<file path="src/rtl/pwrbtn_pkg.sv">
// Shared definitions for the power button conditioner.
// Assumes: all users compile this package first.
package pwrbtn_pkg;
    // Default debounce length in ticks (16 ms at a 1 ms tick).
    localparam int unsigned DEF_DEB_TICKS  = 16;
    // Default override hold length in ticks (4 s at a 1 ms tick).
    localparam int unsigned DEF_HOLD_TICKS = 4000;

    // Status word kept by the status register module.
    typedef struct packed {
        logic ovr;
        logic press;
    } btn_sts_t;
endpackage

</file>
<file path="src/rtl/pwrbtn_sync.sv">
// Synchronizer chain for an asynchronous level input.
// Assumes: the input idles at 1 (button released), so reset loads ones.
module pwrbtn_sync #(
    parameter int unsigned STAGES = 2
) (
    input  logic clk,
    input  logic rst_n,
    input  logic din,
    output logic dout
);
    logic [STAGES-1:0] chain_q;

    // Shift the raw level through the flop chain.
    always_ff @(posedge clk) begin
        if (!rst_n) chain_q <= '1;
        else        chain_q <= {chain_q[STAGES-2:0], din};
    end

    assign dout = chain_q[STAGES-1];
endmodule

</file>
<file path="src/rtl/pwrbtn_debounce.sv">
// Tick-based debounce: a new level is accepted only after it has been
// seen continuously for DEB_TICKS ticks. A return to the accepted level
// restarts the count.
// Assumes: din_n is already synchronous; tick is a one-cycle enable.
module pwrbtn_debounce #(
    parameter int unsigned DEB_TICKS = 16
) (
    input  logic clk,
    input  logic rst_n,
    input  logic tick,
    input  logic din_n,
    output logic held,
    output logic press_evt
);
    localparam int unsigned CW = $clog2(DEB_TICKS + 1);
    localparam logic [CW-1:0] LAST = CW'(DEB_TICKS - 1);

    logic          stable_n_q;
    logic [CW-1:0] cnt_q;

    // Count ticks while the input differs from the accepted level.
    always_ff @(posedge clk) begin
        if (!rst_n) begin
            stable_n_q <= 1'b1;
            cnt_q      <= '0;
            press_evt  <= 1'b0;
        end else begin
            press_evt <= 1'b0;
            if (din_n == stable_n_q) begin
                cnt_q <= '0;
            end else if (tick) begin
                if (cnt_q == LAST) begin
                    stable_n_q <= din_n;
                    cnt_q      <= '0;
                    press_evt  <= !din_n;
                end else begin
                    cnt_q <= cnt_q + 1'b1;
                end
            end
        end
    end

    assign held = !stable_n_q;

    AST_LEVEL_MOVES_ON_TICK: assert property (@(posedge clk) disable iff (!rst_n)
        !tick |=> $stable(stable_n_q));
    AST_EVT_MEANS_HELD: assert property (@(posedge clk) disable iff (!rst_n)
        press_evt |-> held);
    AST_CNT_BOUNDED: assert property (@(posedge clk) disable iff (!rst_n)
        cnt_q <= LAST);
endmodule

</file>
<file path="src/rtl/pwrbtn_hold.sv">
// Hold timer: counts ticks while the debounced button is down and
// issues a single override pulse once the hold limit is reached with
// the override enabled. Re-arms when the debounced button is released.
// Assumes: held comes from the debounce stage.
module pwrbtn_hold #(
    parameter int unsigned HOLD_TICKS = 4000
) (
    input  logic clk,
    input  logic rst_n,
    input  logic tick,
    input  logic held,
    input  logic ovr_en,
    output logic ovr_fire
);
    localparam int unsigned HW = $clog2(HOLD_TICKS + 1);
    localparam logic [HW-1:0] LIMIT = HW'(HOLD_TICKS);

    logic [HW-1:0] cnt_q;
    logic          fired_q;
    logic          reached;

    assign reached = (cnt_q == LIMIT);

    // Saturating hold count, once-per-hold override pulse.
    always_ff @(posedge clk) begin
        if (!rst_n || !held) begin
            cnt_q    <= '0;
            fired_q  <= 1'b0;
            ovr_fire <= 1'b0;
        end else begin
            if (tick && !reached) cnt_q <= cnt_q + 1'b1;
            ovr_fire <= ovr_en && reached && !fired_q;
            fired_q  <= fired_q || (ovr_en && reached);
        end
    end

    AST_PULSE_SINGLE: assert property (@(posedge clk) disable iff (!rst_n)
        ovr_fire |=> !ovr_fire);
    AST_FIRE_NEEDS_EN: assert property (@(posedge clk) disable iff (!rst_n)
        ovr_fire |-> $past(ovr_en));
    AST_NO_OVERFLOW: assert property (@(posedge clk) disable iff (!rst_n)
        cnt_q <= LIMIT);
endmodule

</file>
<file path="src/rtl/pwrbtn_status.sv">
// Status bits with write-one-to-clear strobes; a set beats a clear.
// The override set also clears the press bit.
// Assumes: press_set and ovr_set never coincide.
module pwrbtn_status
    import pwrbtn_pkg::*;
(
    input  logic     clk,
    input  logic     rst_n,
    input  logic     press_set,
    input  logic     ovr_set,
    input  logic     press_clr,
    input  logic     ovr_clr,
    output btn_sts_t sts
);
    // Update press status: set, else cleared by override or strobe.
    always_ff @(posedge clk) begin
        if (!rst_n)                    sts.press <= 1'b0;
        else if (press_set)            sts.press <= 1'b1;
        else if (ovr_set || press_clr) sts.press <= 1'b0;
    end

    // Update override status: set beats strobe.
    always_ff @(posedge clk) begin
        if (!rst_n)       sts.ovr <= 1'b0;
        else if (ovr_set) sts.ovr <= 1'b1;
        else if (ovr_clr) sts.ovr <= 1'b0;
    end

    AST_OVR_SWAPS: assert property (@(posedge clk) disable iff (!rst_n)
        ovr_set |=> sts.ovr && !sts.press);
    AST_PRESS_SET_WINS: assert property (@(posedge clk) disable iff (!rst_n)
        press_set |=> sts.press);
endmodule

</file>
<file path="src/rtl/pwrbtn_ctrl.sv">
// Power button conditioner top: synchronize, debounce, time the hold,
// keep status and route the event request to SMI or SCI.
// Assumes: tick_1ms is a one-cycle enable; clear strobes are one cycle.
module pwrbtn_ctrl
    import pwrbtn_pkg::*;
#(
    parameter int unsigned DEB_TICKS  = DEF_DEB_TICKS,
    parameter int unsigned HOLD_TICKS = DEF_HOLD_TICKS
) (
    input  logic clk,
    input  logic rst_n,
    input  logic btn_raw_n,
    input  logic tick_1ms,
    input  logic press_en,
    input  logic ovr_en,
    input  logic route_sci,
    input  logic press_clr,
    input  logic ovr_clr,
    output logic press_sts,
    output logic ovr_sts,
    output logic smi_req,
    output logic sci_req,
    output logic softoff_req
);
    logic     btn_s_n;
    logic     held;
    logic     press_evt;
    logic     ovr_fire;
    logic     evt;
    btn_sts_t sts;

    pwrbtn_sync #(.STAGES(2)) u_sync (
        .clk(clk), .rst_n(rst_n), .din(btn_raw_n), .dout(btn_s_n)
    );

    pwrbtn_debounce #(.DEB_TICKS(DEB_TICKS)) u_deb (
        .clk(clk), .rst_n(rst_n), .tick(tick_1ms), .din_n(btn_s_n),
        .held(held), .press_evt(press_evt)
    );

    pwrbtn_hold #(.HOLD_TICKS(HOLD_TICKS)) u_hold (
        .clk(clk), .rst_n(rst_n), .tick(tick_1ms), .held(held),
        .ovr_en(ovr_en), .ovr_fire(ovr_fire)
    );

    pwrbtn_status u_sts (
        .clk(clk), .rst_n(rst_n), .press_set(press_evt), .ovr_set(ovr_fire),
        .press_clr(press_clr), .ovr_clr(ovr_clr), .sts(sts)
    );

    // Route the gated press event to one interrupt path.
    always_comb begin
        evt     = sts.press && press_en;
        smi_req = evt && !route_sci;
        sci_req = evt && route_sci;
    end

    assign press_sts   = sts.press;
    assign ovr_sts     = sts.ovr;
    assign softoff_req = ovr_fire;

    AST_ONE_PATH: assert property (@(posedge clk) disable iff (!rst_n)
        !(smi_req && sci_req));
    AST_REQ_GATED: assert property (@(posedge clk) disable iff (!rst_n)
        (smi_req || sci_req) |-> (press_sts && press_en));
    AST_SOFTOFF_THEN_STS: assert property (@(posedge clk) disable iff (!rst_n)
        softoff_req |=> ovr_sts && !press_sts);
endmodule

</file>
<file path="config.mk">
export PLATFORM = sky130hd
export DESIGN_NAME = pwrbtn_ctrl
export DESIGN_NICKNAME = d
export VERILOG_FILES = /design/src/rtl/pwrbtn_pkg.sv /design/src/rtl/pwrbtn_sync.sv /design/src/rtl/pwrbtn_debounce.sv /design/src/rtl/pwrbtn_hold.sv /design/src/rtl/pwrbtn_status.sv /design/src/rtl/pwrbtn_ctrl.sv
export SDC_FILE = /design/constraint.sdc
export NUM_CORES = 1
export LEC_CHECK = 0
export BUFFER_PORTS_ARGS = -buffer_cell sky130_fd_sc_hd__buf_2
export CAP_MARGIN = 20
export CORE_MARGIN = 2
export CORE_UTILIZATION = 55
export CTS_BUF_LIST = sky130_fd_sc_hd__clkbuf_8
export CTS_CLUSTER_DIAMETER = 100
export CTS_CLUSTER_SIZE = 30
export DETAILED_ROUTE_END_ITERATION = 8
export PLACE_DENSITY = 0.76
export SLEW_MARGIN = 0
export SYNTH_ARGS = -nofsm -noshare
export SYNTH_HDL_FRONTEND = slang
export SYNTH_SLANG_ARGS = --single-unit
export TNS_END_PERCENT = 10
</file>
<file path="constraint.sdc">
create_clock -name clk -period 1.99 [get_ports clk]
set_input_delay 0.0995 -clock clk [delete_from_list [all_inputs] [get_ports clk]]
set_output_delay 0.0995 -clock clk [all_outputs]
set_load 0.005 [all_outputs]
</file>
# [Word-level counts from Yosys, hierarchy flattened]
# Index checks and enable logic that the tools add are counted.
[totals] wordCells=42 memories=0 inputBits=9 romBits=0 regBits=25 ram_bits=0 latch_bits=0 output_inout_bits=5
[op_classes] div_mod_pow=0 reduce_logical=19 mux=5 mul=0 n_bitwise=4 eq_ne=3 order_cmp=0 shift=0 n_addsub=2
[op_table] op="adder 12 x 1 -> 12 bit, second input constant" count=1
[op_table] op="equality test 12 bit, second input constant" count=1
[op_table] op="logical AND 1 bit" count=6
[op_table] op="adder 5 x 1 -> 5 bit, second input constant" count=1
[op_table] op="equality test 5 x 4 -> 1 bit, second input constant" count=1
[op_table] op="zero test 1 bit" count=5
[op_table] op="2-to-1 mux 5 bit" count=1
[op_table] op="2-to-1 mux 1 bit" count=4
[op_table] op="NOT 1 bit" count=4
[op_table] op="nonzero test 2 bit" count=2
[op_table] op="OR reduction 4 bit" count=1
[op_table] op="logical OR 1 bit" count=3
[op_table] op="AND reduction 3 bit" count=1
[op_table] op="OR reduction 2 bit" count=1
[op_table] op="equality test 1 bit" count=1

# [Longest topological paths before layout]
[logic_depth] depth_word=3 ltp_mapped=5 depth_no_buf=5

# [Cells and area by module]
# Synthesis repeated with hierarchy kept, for this count alone.
[unflattened] hier_cells=123 area_unflattened_um2=1149.9
[by_module_without_submodules] mod="pwrbtn_hold" cells_per_inst=79 area_per_inst_um2=700.7 seq_area_each_um2=280.3 n_inst=1
[by_module_without_submodules] mod="pwrbtn_debounce" cells_per_inst=32 area_per_inst_um2=306.5 seq_area_each_um2=140.1 n_inst=1
[by_module_without_submodules] mod="pwrbtn_status" cells_per_inst=6 area_per_inst_um2=73.8 seq_area_each_um2=40.0 n_inst=1
[by_module_without_submodules] mod="pwrbtn_sync" cells_per_inst=4 area_per_inst_um2=52.6 seq_area_each_um2=40.0 n_inst=1
[by_module_without_submodules] mod="pwrbtn_ctrl" cells_per_inst=2 area_per_inst_um2=16.3 seq_area_each_um2=0.0 n_inst=1

# [Least setup slack after synthesis]
# OpenSTA, ideal clock, no wires.
[synth_path] kind="reg2reg" from="reg u_hold.cnt_q[1]" to="reg u_hold.cnt_q[8]" synth_period_minus_slack_ps=1375 setup_ps=70 setup_slack_ps=615 t_arrival_ps=1305 required_ps=1920 path_stages_with_launch=5 path_buffers=0 path_cell_list="dfxtp_1 ha_1 nand2_1 or4_1 a21oi_1"
[synth_between] elab_chain_cells=3
[synth_rtl] element="from (decl)" line_no="pwrbtn_hold.sv:18" text="logic [HW-1:0] cnt_q;"
[synth_rtl] element="from (signal assigned)" line_no="pwrbtn_hold.sv:31" text="if (tick && !reached) cnt_q <= cnt_q + 1'b1;"
[synth_rtl] element="branches (longest 3 deep; another with adder 12 x 1 -> 12 bit)"
# Parallel ways; which one is timed is not known.
# A chain may end at the register's enable or synchronous reset.

# [Worst setup path after layout]
[layout_path] from="reg u_hold.cnt_q[0]" to="reg u_hold.cnt_q[0]"
# The elaborated chain is that of the path after synthesis.

==> out/summary.txt <==
run status = completed
GRT Total Usage = 0.1933
Cell Area, Synth = 1096 um2
Slew Viols, Final = 0
largest net degree at the start of global routing = 15
row count = 16
hold endpoint = u_sync.chain_q[0]
EDFF count, synth = 0
fillers = 186
Post-Synth XOR/XNOR Area = 0.04795
Reg2Reg Setup Slack = 0.44 ns
final net count = 146
R2R cell count = 5
Async S/R FF share, synth = 0
Layout area overhead = 11.07%
Storage cell area = 500.5 um2
Arrival @ worst endpoint = 1.75 ns
Setup crit end kind = register
Lkg Pwr = 0.4387 nW
Max FO, Critical Path = 7
Residual DRC = 0
Final Hold Vio Count = 0
period utilization = 0.7812
Seq cells post-synth = 25
post-DP HPWL = 1481 um
HP Start = btn_raw_n
share of cells above drive strength 1 = 0.1353
Hold Buf Count CTS = 0
Routed WL per cell = 12.39 um
clock root buffer master = clkbuf_8
number of global-route vias before repair = 846
DP Area = 1171 um2
Core Region = 1922 um2
placed cells = 156
crit start category = register
H-tree depth = 1
ant diodes = 0
routed wire length = 1983 um
hold path depth = 2
Avg Cell Area, Syn = 9.134 um2
Vias/cell = 5.581
die height = 48.64 um
Final Critical Period = 1.555 ns
Synth Area in Compound Gates = 0.09132
Req. time, crit path = 2.19 ns
Final Cell Area = 1217 um2
Reg-to-Reg Start = u_hold.cnt_q[0]
largest family of logic cells by synthesized area = simple AND/OR/NAND/NOR gates
synth warn = 0
adder-cell area share of the yosys netlist = 0.03425
Worst Skew = 0.003137 ns
non-filler cells, final = 160
most frequent cells in the layout = 25 x dfxtp_1, 13 x buf_2, 12 x nand2_1
number of CTS-inserted buffers = 3
Synthesized Nets = 132
Post-CTS Resized = 0
Netlist cell types = 29
Top FF cell, synth = dfxtp_1
drt pass-1 iters = 4
clock slew seen by the registers of the worst setup and hold paths = 0.08 ns
R2R Path End = u_hold.cnt_q[0]
unrepaired setup endpoints after global routing = no
global-route wire length before repair = 3588 um
Longest Clk Path Bufs = 2
antenna viol nets, final = 0
routed via count = 893
Die Wd = 48.64 um
GPL Wtd Cong = 0.8763
Cells after Synth = 120
maximum VDD drop = 0.4348 mV
postcts setup bufs = 0
max cap viols = 0
clk sink count = 25
total gr overflow = 0
Worst-Skew Late Latency = 0.27 ns
Starting Density = 0.5703
num ports = 14
Setup violations, final = 0
most common cell after layout, fill and taps aside = dfxtp_1
setup tns final = 0 ns
Die Area = 2366 um2
antenna violations before repair = 0
initial drt markers = 17
Seq/Total Area, Yosys = 0.4566
IO Port Bufs = 13
Critical Setup Path Class = register to register
worst min path class = primary input to register
max_slew headroom = 0.6244
setup slack after layout = 0.4355 ns
Slew @ Worst Pin = 0.5556 ns
FMAX = 643.3 MHz
power density over the cells = 675.7 nW/um2
post-place setup slack = 0.4728 ns
multi-input logic area = 556.8 um2
clock tree from TritonCTS = done
Post-Synth Simple-Gate Area = 0.2797
multiplexer area fraction after synthesis = 0.05479
-- power breakdown --
group          internal (mW)  total [mW]  switching (mW)
clock network          0.140       0.298           0.158
logic                 0.0106      0.0220          0.0114
registers              0.502       0.503         0.00101
-- logic make-up (layout without fill, tap and decap cells) --
family	count (synthesis)	in the layout
AND/OR/NAND/NOR	55	55
flip-flops	25	25
AO/OA/AOI/OAI	17	17
buffers and inverters	8	21
XOR/XNOR	6	6
multiplexers	6	6
adder cells (fa/ha/maj)	3	3
-- flip-flops by register name (all words and copies together) (netlist names) --
signal / flops
u_sts.sts: 2
u_deb.press_evt: 1
u_deb.stable_n_q: 1
u_hold.ovr_fire: 1
u_deb.cnt_q: 5
u_hold.fired_q: 1
u_hold.cnt_q: 12
u_sync.chain_q: 2
-- how the worst max path moves through the flow --
stage,startpoint,endpoint,slack (ns)
floorplan,u_hold.cnt_q[1],u_hold.cnt_q[8],0.61
global placement,u_hold.cnt_q[0],u_hold.cnt_q[1],0.52
detailed placement,u_hold.cnt_q[0],u_hold.cnt_q[1],0.47
CTS,u_hold.cnt_q[0],u_hold.cnt_q[1],0.44
global route,u_hold.cnt_q[0],u_hold.cnt_q[1],0.31
finish,u_hold.cnt_q[0],u_hold.cnt_q[0],0.44
-- per-stage QoR --
stage	hold slack, ns	total power, mW	util
6_report	0.01122	0.8227	0.6335
5_1_grt	0.01503	0.8467	0.6335
4_1_cts	0.01133	0.8275	0.6335
3_5_place_dp	0.2906	0.5370	0.6094
3_3_place_gp	0.2803	0.5362	0.6094
2_1_floorplan	0.1725	0.5253	-
-- worst max-delay path, stage by stage (launching register included) --
cell     delay, ns
dfxtp_1       0.46
inv_1         0.10
ha_1          0.21
and4b_1       0.21
a31oi_1       0.30
mux2i_1       0.22
-- routing by layer --
metal | vias up | global-route usage | part of all wire
li1 | 456 | - | -
met3 | 4 | 0.04321 | 0.065
met5 | - | 0 | 0
met1 | 405 | 0.2422 | 0.44
met4 | 0 | 0.1048 | 0.018
met2 | 28 | 0.3082 | 0.48
-- synth_stat cells, types with 2 or more instances --
| library cell | n | area [um2] |
|---|---|---|
| clkbuf_1 | 2 | 7.510 |
| nor3_1 | 3 | 15.01 |
| nor2_1 | 7 | 26.28 |
| nand4_1 | 8 | 50.05 |
| dfxtp_1 | 25 | 500.5 |
| nor2b_1 | 3 | 18.77 |
| a21oi_1 | 7 | 35.03 |
| a31oi_1 | 2 | 12.51 |
| o21ai_0 | 3 | 15.01 |
| nand2_1 | 12 | 45.04 |
| xor2_1 | 5 | 43.79 |
| and3_1 | 3 | 18.77 |
| nand3_1 | 3 | 15.01 |
| o31ai_1 | 3 | 22.52 |
| mux2i_1 | 6 | 60.06 |
| inv_1 | 4 | 15.01 |
| or4_1 | 3 | 22.52 |
| nand2b_1 | 5 | 31.28 |
| ha_1 | 3 | 37.54 |
| or3_1 | 3 | 18.77 |
| o21a_1 | 2 | 15.01 |
-- cell type report --
cell class                      count  area share
Tap cell                           27     0.02775
Timing Repair Buffer               13     0.05344
Clock inverter                      1    0.004111
Inverter                            4     0.01233
Clock buffer                        3     0.03392
Sequential cell                    25      0.4111
Multi-Input combinational cell     87      0.4573
(Power assumes the default switching activity.)
